$ cat src/rtl/ea_pkg.sv
// Package ea_pkg: shared types and small helpers for the effective address
// generator. Assumes a 64-bit address path and a 32-bit compatibility path.
package ea_pkg;

    // Displacement size code as seen on the disp_size output.
    typedef enum logic [1:0] {
        DSZ_NONE  = 2'd0,
        DSZ_BYTE  = 2'd1,
        DSZ_DWORD = 2'd2
    } dsz_e;

    // Decoded addressing controls produced from ModRM/SIB.
    typedef struct packed {
        logic       is_reg;
        logic       use_rip;
        logic       use_base;
        logic [3:0] base_sel;
        logic       use_index;
        logic [3:0] index_sel;
        logic [1:0] scale;
        dsz_e       dsz;
    } ea_ctl_t;

    localparam logic [1:0] MOD_NODISP = 2'b00;
    localparam logic [1:0] MOD_DISP8  = 2'b01;
    localparam logic [1:0] MOD_DISP32 = 2'b10;
    localparam logic [1:0] MOD_REG    = 2'b11;
    localparam logic [2:0] RM_SIB     = 3'b100;
    localparam logic [2:0] RM_SPECIAL = 3'b101;
    localparam logic [3:0] IDX_NONE   = 4'b0100;

endpackage

$ cat src/rtl/ea_field_decode.sv
// ea_field_decode: turns ModRM, SIB and extension bits into addressing
// controls. Assumes the SIB byte is only meaningful when r/m selects it;
// extension bits are dropped outside 64-bit mode.
module ea_field_decode
    import ea_pkg::*;
(
    input  logic       long_mode,
    input  logic       rex_b,
    input  logic       rex_x,
    input  logic [7:0] modrm,
    input  logic [7:0] sib,
    output ea_ctl_t    ctl
);

    logic [1:0] md;
    logic [2:0] rm;
    logic       xb;
    logic       xx;

    // Split fields and gate extension bits by mode.
    always_comb begin
        md = modrm[7:6];
        rm = modrm[2:0];
        xb = rex_b & long_mode;
        xx = rex_x & long_mode;
    end

    // Select base, index, scale and displacement size per encoding.
    always_comb begin
        ctl           = '0;
        ctl.dsz       = DSZ_NONE;
        ctl.base_sel  = {xb, rm};
        ctl.index_sel = {xx, sib[5:3]};
        ctl.scale     = sib[7:6];
        case (md)
            MOD_DISP8:  ctl.dsz = DSZ_BYTE;
            MOD_DISP32: ctl.dsz = DSZ_DWORD;
            default:    ctl.dsz = DSZ_NONE;
        endcase
        if (md == MOD_REG) begin
            ctl.is_reg = 1'b1;
            ctl.dsz    = DSZ_NONE;
        end else if (rm == RM_SIB) begin
            ctl.use_index = (ctl.index_sel != IDX_NONE);
            ctl.base_sel  = {xb, sib[2:0]};
            if (md == MOD_NODISP && sib[2:0] == RM_SPECIAL) begin
                ctl.use_base = 1'b0;
                ctl.dsz      = DSZ_DWORD;
            end else begin
                ctl.use_base = 1'b1;
            end
        end else if (md == MOD_NODISP && rm == RM_SPECIAL) begin
            ctl.use_rip = long_mode;
            ctl.dsz     = DSZ_DWORD;
        end else begin
            ctl.use_base = 1'b1;
        end
    end

endmodule

$ cat src/rtl/ea_operand_mux.sv
// ea_operand_mux: unpacks the flat register bank and reads the base and
// index registers named by the decoder. Assumes NREG entries of XLEN bits.
module ea_operand_mux #(
    parameter int XLEN = 64,
    parameter int NREG = 16,
    localparam int SELW = $clog2(NREG)
) (
    input  logic [NREG*XLEN-1:0] regs_flat,
    input  logic [SELW-1:0]      base_sel,
    input  logic [SELW-1:0]      index_sel,
    output logic [XLEN-1:0]      base_val,
    output logic [XLEN-1:0]      index_val
);

    logic [XLEN-1:0] bank [NREG];

    for (genvar i = 0; i < NREG; i++) begin : g_unpack
        assign bank[i] = regs_flat[i*XLEN +: XLEN];
    end

    // Read both ports of the register bank.
    always_comb begin
        base_val  = bank[base_sel];
        index_val = bank[index_sel];
    end

endmodule

$ cat src/rtl/ea_adder.sv
// ea_adder: forms the three address terms and adds them. Assumes the
// displacement arrives as raw bytes; sign extension follows the size code.
// The sum wraps at XLEN bits, or at CLEN bits outside 64-bit mode.
module ea_adder
    import ea_pkg::*;
#(
    parameter int XLEN = 64,
    parameter int CLEN = 32,
    parameter int DLEN = 32
) (
    input  logic            long_mode,
    input  ea_ctl_t         ctl,
    input  logic [XLEN-1:0] base_val,
    input  logic [XLEN-1:0] index_val,
    input  logic [XLEN-1:0] next_ip,
    input  logic [DLEN-1:0] disp,
    output logic [XLEN-1:0] ea
);

    logic [XLEN-1:0] t_base;
    logic [XLEN-1:0] t_index;
    logic [XLEN-1:0] t_disp;
    logic [XLEN-1:0] sum;

    // Choose base term: next-instruction address, register or zero.
    always_comb begin
        if (ctl.use_rip)       t_base = next_ip;
        else if (ctl.use_base) t_base = base_val;
        else                   t_base = '0;
    end

    // Scale the index register by a left shift.
    always_comb begin
        t_index = ctl.use_index ? (index_val << ctl.scale) : '0;
    end

    // Sign-extend the displacement to the address width.
    always_comb begin
        case (ctl.dsz)
            DSZ_BYTE:  t_disp = {{(XLEN-8){disp[7]}}, disp[7:0]};
            DSZ_DWORD: t_disp = {{(XLEN-DLEN){disp[DLEN-1]}}, disp};
            default:   t_disp = '0;
        endcase
    end

    // Add terms and truncate outside 64-bit mode.
    always_comb begin
        sum = t_base + t_index + t_disp;
        if (ctl.is_reg) sum = '0;
        if (!long_mode) sum[XLEN-1:CLEN] = '0;
        ea = sum;
    end

endmodule

$ cat src/rtl/ea_gen.sv
// ea_gen: top of the effective address generator. Decodes ModRM/SIB,
// reads the register bank, adds the terms and optionally registers the
// results (OUT_REG=1 gives one cycle of latency). Assumes inputs are
// stable around the rising clock edge.
module ea_gen
    import ea_pkg::*;
#(
    parameter int XLEN    = 64,
    parameter int CLEN    = 32,
    parameter int NREG    = 16,
    parameter int DLEN    = 32,
    parameter bit OUT_REG = 1'b1
) (
    input  logic                 clk,
    input  logic                 rst_n,
    input  logic                 long_mode,
    input  logic                 rex_b,
    input  logic                 rex_x,
    input  logic [7:0]           modrm,
    input  logic [7:0]           sib,
    input  logic [DLEN-1:0]      disp,
    input  logic [XLEN-1:0]      next_ip,
    input  logic [NREG*XLEN-1:0] regs_flat,
    output logic [XLEN-1:0]      ea,
    output logic                 rip_rel,
    output logic [1:0]           disp_size,
    output logic                 reg_operand
);

    ea_ctl_t         ctl;
    logic [XLEN-1:0] base_val;
    logic [XLEN-1:0] index_val;
    logic [XLEN-1:0] ea_nxt;
    logic            rip_nxt;
    logic [1:0]      dsz_nxt;
    logic            reg_nxt;

    ea_field_decode u_dec (
        .long_mode (long_mode),
        .rex_b     (rex_b),
        .rex_x     (rex_x),
        .modrm     (modrm),
        .sib       (sib),
        .ctl       (ctl)
    );

    ea_operand_mux #(.XLEN(XLEN), .NREG(NREG)) u_mux (
        .regs_flat (regs_flat),
        .base_sel  (ctl.base_sel),
        .index_sel (ctl.index_sel),
        .base_val  (base_val),
        .index_val (index_val)
    );

    ea_adder #(.XLEN(XLEN), .CLEN(CLEN), .DLEN(DLEN)) u_add (
        .long_mode (long_mode),
        .ctl       (ctl),
        .base_val  (base_val),
        .index_val (index_val),
        .next_ip   (next_ip),
        .disp      (disp),
        .ea        (ea_nxt)
    );

    // Collect side outputs from the decoded controls.
    always_comb begin
        rip_nxt = ctl.use_rip;
        dsz_nxt = ctl.dsz;
        reg_nxt = ctl.is_reg;
    end

    if (OUT_REG) begin : g_reg
        // Register all results; clear on reset.
        always_ff @(posedge clk) begin
            if (!rst_n) begin
                ea          <= '0;
                rip_rel     <= 1'b0;
                disp_size   <= 2'd0;
                reg_operand <= 1'b0;
            end else begin
                ea          <= ea_nxt;
                rip_rel     <= rip_nxt;
                disp_size   <= dsz_nxt;
                reg_operand <= reg_nxt;
            end
        end
    end else begin : g_comb
        assign ea          = ea_nxt;
        assign rip_rel     = rip_nxt;
        assign disp_size   = dsz_nxt;
        assign reg_operand = reg_nxt;
    end

endmodule

$ cat config.mk
export PLATFORM = sky130hd
export DESIGN_NAME = ea_gen
export DESIGN_NICKNAME = d
export VERILOG_FILES = /design/src/rtl/ea_pkg.sv /design/src/rtl/ea_field_decode.sv /design/src/rtl/ea_operand_mux.sv /design/src/rtl/ea_adder.sv /design/src/rtl/ea_gen.sv
export SDC_FILE = /design/constraint.sdc
export NUM_CORES = 2
export LEC_CHECK = 0
export BUFFER_PORTS_ARGS = -buffer_cell sky130_fd_sc_hd__buf_4
export CORE_AREA = 4 4 468 470
export CTS_CLUSTER_DIAMETER = 100
export DETAILED_ROUTE_END_ITERATION = 8
export DIE_AREA = 0 0 472 474
export PLACE_DENSITY = 0.38
export SLEW_MARGIN = 40
export SYNTH_ARGS = -nofsm -noshare
export SYNTH_HDL_FRONTEND = slang
export SYNTH_SLANG_ARGS = --single-unit
$ cat constraint.sdc
create_clock -name clk -period 8.2 [get_ports clk]
set_clock_uncertainty 0.2 [all_clocks]
set_input_delay 1.23 -clock clk [delete_from_list [all_inputs] [get_ports clk]]
set_output_delay 1.23 -clock clk [all_outputs]
set_load 0.02 [all_outputs]
======== Word-level counts from Yosys, hierarchy flattened ========
Index checks and enable logic that the tools add are counted.
storage, ports and cells
  bits in registers ....................... 68
  output and inout port bits .............. 68
  word-level logic and storage cells ...... 53
cells by class
  add/sub/neg operators ................... 2
  $lt $le $gt $ge ......................... 2
  equal/unequal tests ..................... 9
  shifts and indexed selects .............. 1
  multiplexer cells ....................... 23
  bitwise operators ....................... 6
  reductions and logical operators ........ 5
operators by type and width
  cell                                                             number
  64-bit binary-select mux with 4-bit select                       2
  64-bit 2-to-1 mux                                                7
  64-bit adder                                                     2
  64-bit case mux with 2 select lines                              1
  64-bit by 2-bit left shift with 64-bit output                    1
  5-bit >= comparator, second input constant                       2
  4-bit NOT with 5-bit output                                      2
  3-bit == test, second input constant                             3
  2-bit 2-to-1 mux                                                 4
  7-bit 2-to-1 mux                                                 1
  2-bit == test, second input constant                             3
  1-bit 2-to-1 mux                                                 6
  2-bit by 1-bit == test with 1-bit output, second input constant  2
  4-bit 2-to-1 mux                                                 1
  4-bit by 3-bit != test with 1-bit output, second input constant  1
  2-bit case mux with 2 select lines                               1
  3-bit OR reduction                                               1
  1-bit bitwise AND                                                2
  1-bit logical AND                                                2
  2-bit zero test                                                  1
  1-bit NOT                                                        2
  2-bit OR reduction                                               1

======== Longest topological paths before layout ========
  depth after elaboration ................. 13
  depth in mapped cells ................... 24
  mapped depth without buffers ............ 20

======== Modules after synthesis ========
A second synthesis with hierarchy kept.
unflattened totals
  cell total of the unflattened synthesis .. 2398
  area, all modules ....................... 25562.0 um^2
modules (own cells, without submodules)
  module           times used  cells an instance  area each (um^2)
  ea_operand_mux   1           1072               14880.5
  ea_adder         1           1154               8608.3
  ea_gen           1           143                1866.8
  ea_field_decode  1           29                 206.4

======== Least setup slack after synthesis ========
OpenSTA, ideal clock, no wires.
  kind .................................... input-to-reg
  start ................................... input port modrm[2]
  end ..................................... register ea[49]
  setup time .............................. 0.128 ns
  arrival time ............................ 6.744 ns
  slack ................................... 1.128 ns
  stages .................................. 18
  path buffers ............................ 1
  path through ............................ nor2b_1 > nor2b_1 > o21ai_1 > o21ai_1 > a21oi_1 > fa_1 > inv_1 > ha_1 > clkbuf_1 > and3_1 > and2_1 > a221oi_1 > o21ai_1 > o2bb2ai_1 > a211oi_1 > o21ai_1 > xnor2_1 > nor2_1
between the ends
  cells in the longest elaborated chain, start to end .. 11
  elaborated cells between the ends (all ways) .. 24
  classes of those cells .................. 2 x add/sub; 4 x eq/ne; 16 x mux; 1 x bitwise; 1 x reduce/logical
RTL lines
  what                                                  RTL line               text
  from (decl)                                           ea_gen.sv:19           input logic [7:0] modrm,
  3-bit == test                                         ea_field_decode.sv:43  end else if (rm == RM_SIB) begin
  4-bit 2-to-1 mux                                      ea_field_decode.sv:43
  7-bit 2-to-1 mux                                      ea_field_decode.sv:40  if (md == MOD_REG) begin
  4-bit NOT with 5-bit output (not written as such)     ea_operand_mux.sv:23   base_val = bank[base_sel];
  64-bit binary-select mux with 4-bit select            ea_operand_mux.sv:23
  64-bit 2-to-1 mux (not written as such) (2 in a row)  ea_operand_mux.sv:23
  64-bit 2-to-1 mux                                     ea_adder.sv:28         else if (ctl.use_base) t_base = base_val;
  64-bit 2-to-1 mux                                     ea_adder.sv:27         if (ctl.use_rip) t_base = next_ip;
  64-bit adder                                          ea_adder.sv:48         sum = t_base + t_index + t_disp;
  64-bit adder *                                        ea_adder.sv:48
  to (signal assigned)                                  ea_gen.sv:81           ea <= ea_nxt;
  to (decl)                                             ea_gen.sv:24           output logic [XLEN-1:0] ea,
Mark *: on every way between the ends. The rest lies on a longest branch, timed or not. The select of a mux whose other input is x is not followed.
A chain may end at the register's enable or synchronous reset.

======== Worst setup path after layout ========
  start ................................... input port modrm[6]
  end ..................................... register ea[56]
between the ends
  cells in the longest elaborated chain, start to end .. 10
  elaborated cells between the ends (all ways) .. 31
  classes of those cells .................. 2 x add/sub; 5 x eq/ne; 19 x mux; 1 x bitwise; 4 x reduce/logical
RTL lines
  what                                                  RTL line
  2-bit == test                                         ea_field_decode.sv:40
  7-bit 2-to-1 mux                                      ea_field_decode.sv:40
  4-bit NOT with 5-bit output (not written as such)     ea_operand_mux.sv:23
  64-bit binary-select mux with 4-bit select            ea_operand_mux.sv:23
  64-bit 2-to-1 mux (not written as such) (2 in a row)  ea_operand_mux.sv:23
  64-bit 2-to-1 mux                                     ea_adder.sv:28
  64-bit 2-to-1 mux                                     ea_adder.sv:27
  64-bit adder (2 in a row)                             ea_adder.sv:48
Several ways; a longest one is shown, not always the timed one. The select of a mux whose other input is x is not followed.

==> metrics.csv <==
metric;value;unit
p_per_area;108;nW/um2
ys_types;74;
cts_resized;0;
critical_path_peak_fanout;50;
cts_tree;done;
yosysSeqAreaShare;0.0525;
rsz0062_at_grt;no;
cts_root_buf;clkbuf_16;
worst_pin_slew;0.960;ns
viasPerCell;4.62;
cts_num_sinks;68;
track_usage;0.209;
setup_viol;0;
rows;170;
slew_headroom;0.355;
cp-end-kind;flop;
h-tree-depth;3;
gp_congestion;0.914;
min_period;7.59;ns
fin_cells;6748;
grt_start_max_net_pins;54;
fin_hold_ws;0.969;ns
place_worst_setup_slack;0.128;ns
dieArea;224000;um2
arrival;7.68;ns
antenna_found_initial;144;
syn_nets;4060;
drc;0;
final.period_utilization;0.925;
grt_pass1_wl;314000;um
io_buffers;1205;
timing.final.hold_violations;0;
synth_seq_cells;68;
leakagePower;16.2;nW
dr.pass1.iters;6;
synthFlopType;dfxtp_1;
coreArea;214000;um2
ys_async_sr_fraction;0;
syn_inst;2793;
max_freq;132;MHz
drtIter0Drc;2231;
hold_buffers;0;
die_x;472;um
syn_area_per_cell;9.28;um2
crit_path_start;modrm[6];
hold_class;primary input to flop;
initial_core_util;0.121;
totalNegativeSetupSlack;0;ns
max_cap_violations;0;
ioPinCount;1209;
syn_to_final_growth;51.3;%
dp.cells;6698;
netlist_area;25900;um2
crit_type;primary input to flop;
yosysWarnings;0;
final_core_util;0.183;
clk_pin_slew;0.07;ns
setup_slack;0.613;ns
status;finished, final reports clean;
wl_per_cell;36.3;um
grt_pass1_vias;31600;
synth_edf_count;0;
fin_nets;5139;
clock_path_buffers;2;
critPathCapture;ea[56]$_SDFF_PP0_;
cts-buffers-inserted;9;
routed_wl;245000;um
drive_gt1_frac;0.514;
ant_nets;0;
critPathLaunchType;primary input;
grt_overflow;0;
hpwl;218000;um
peakVddDrop;0.104;mV
fp.dieH;474;um
routed-via-count;31100;
synth_top_cell_by_area;mux4_2;
cp.required;8.30;ns
ys_top_cells_by_area;mux4_2 (34%), mux2_2 (9.4%), mux2i_1 (5.6%);
synth.top_cell.area_share;0.339;
postCtsSetupBuffers;0;
drv_slew;0;
-- layer usage --
metal	routed length (um)	share of wire	global-route usage
met5	490	0.0020	0
met4	4610	0.019	0.0360
met3	20100	0.082	0.0609
met2	113000	0.46	0.342
met1	106000	0.43	0.274
-- registers in the layout, indices dropped and copies added (netlist names) --
name,count
rip_rel,1
reg_operand,1
disp_size,2
ea,64
-- synthesized netlist by cell type (all sizes together), types with 7 or more instances --
library cell / count
a211oi: 7
a21o: 30
a21oi: 112
a22oi: 60
a31oi: 11
a32o: 13
a32oi: 50
and2: 11
and3: 13
buf: 127
clkbuf: 150
dfxtp: 68
fa: 64
ha: 62
inv: 123
mux2: 241
mux2i: 145
mux4: 390
nand2: 266
nand2b: 7
nand3: 87
nand4: 25
nor2: 215
nor2b: 7
nor3: 17
o211ai: 10
o21a: 8
o21ai: 164
o21bai: 19
o22a: 46
o22ai: 133
or3: 7
xnor2: 32
xor2: 12
-- critical path: stages --
cell,delay (ns)
buf_4,0.16
a21oi_2,0.23
a31o_4,0.35
buf_12,0.25
buf_12,0.35
mux4_2,0.62
mux2i_1,0.36
buf_4,0.22
nand2_1,0.06
a32oi_1,0.44
fa_1,0.47
inv_1,0.07
ha_1,0.21
nand2_1,0.12
a21oi_1,0.27
nor2_1,0.13
nor4_1,0.57
o21ai_1,0.17
buf_4,0.19
nor4bb_1,0.15
buf_4,0.16
nor2_1,0.29
a21oi_1,0.15
mux2i_1,0.28
-- final cells by class --
type                            instances  area [um2]
Timing Repair Buffer                 1345       10400
Clock buffer                           12         256
Tap cell                             2838        3550
Clock inverter                          4        47.5
Antenna cell                           33        82.6
Fill cell                           24100      175000
Multi-Input combinational cell       2325       23100
Sequential cell                        68        1360
Inverter                              123         462
-- report_power, final --
part | internal, mW | switching (mW)
Clock | 0.251 | 0.186
Sequential | 0.388 | 0.0191
Combinational | 1.46 | 1.95
Total | 2.10 | 2.16
-- stage by stage --
step / power [mW] / area [um2]
floorplan: 2.20 / 25900
global placement: 3.83 / 38800
detailed placement: 3.83 / 38800
CTS: 4.29 / 39100
global route: 4.53 / 39200
finish: 4.25 / 39200
-- cells by family (layout without fill, tap and decap cells) --
| logic type | Yosys count | count (layout) | synth area share |
|---|---|---|---|
| xor+xnor | 45 | 45 | 0.0157 |
| fa+ha+maj | 126 | 126 | 0.0794 |
| compound gates | 697 | 697 | 0.177 |
| simple gates | 681 | 681 | 0.115 |
| buf+inv | 400 | 1484 | 0.0614 |
| flops | 68 | 68 | 0.0525 |
| mux | 776 | 776 | 0.500 |
| other cells | 0 | 33 | 0 |
-- cells in the final DEF (no fill, tap or decap), types with 17 or more instances in the layout --
cell type     n
nand2_1     261
o21bai_1     19
diode_2      33
fa_1         64
mux2_2      217
ha_1         62
a21o_1       30
inv_1       122
a32oi_1      50
dfxtp_1      68
mux2i_1     145
o22a_1       46
nand4_1      25
mux2_1       24
buf_4      1321
o22ai_1     133
xnor2_1      32
nor3_1       17
nand3_1      86
nor2_1      215
mux4_2      390
o21ai_1      88
buf_12       21
a22oi_1      60
o21ai_0      75
a21oi_1     110
-- worst min-delay path by stage --
stage             start                      to  slack, ns  cells past startpoint
6_report       modrm[7]  reg_operand$_SDFF_PN0_       0.97                      2
5_1_grt        modrm[7]  reg_operand$_SDFF_PN0_       0.96                      2
4_1_cts        modrm[7]  reg_operand$_SDFF_PN0_       0.93                      2
3_5_place_dp   modrm[7]  reg_operand$_SDFF_PN0_       1.37                      2
3_3_place_gp   modrm[7]  reg_operand$_SDFF_PN0_       1.37                      2
2_1_floorplan  modrm[7]  reg_operand$_SDFF_PN0_       1.18                      1
No activity file was read; power rests on OpenSTA's default activity.
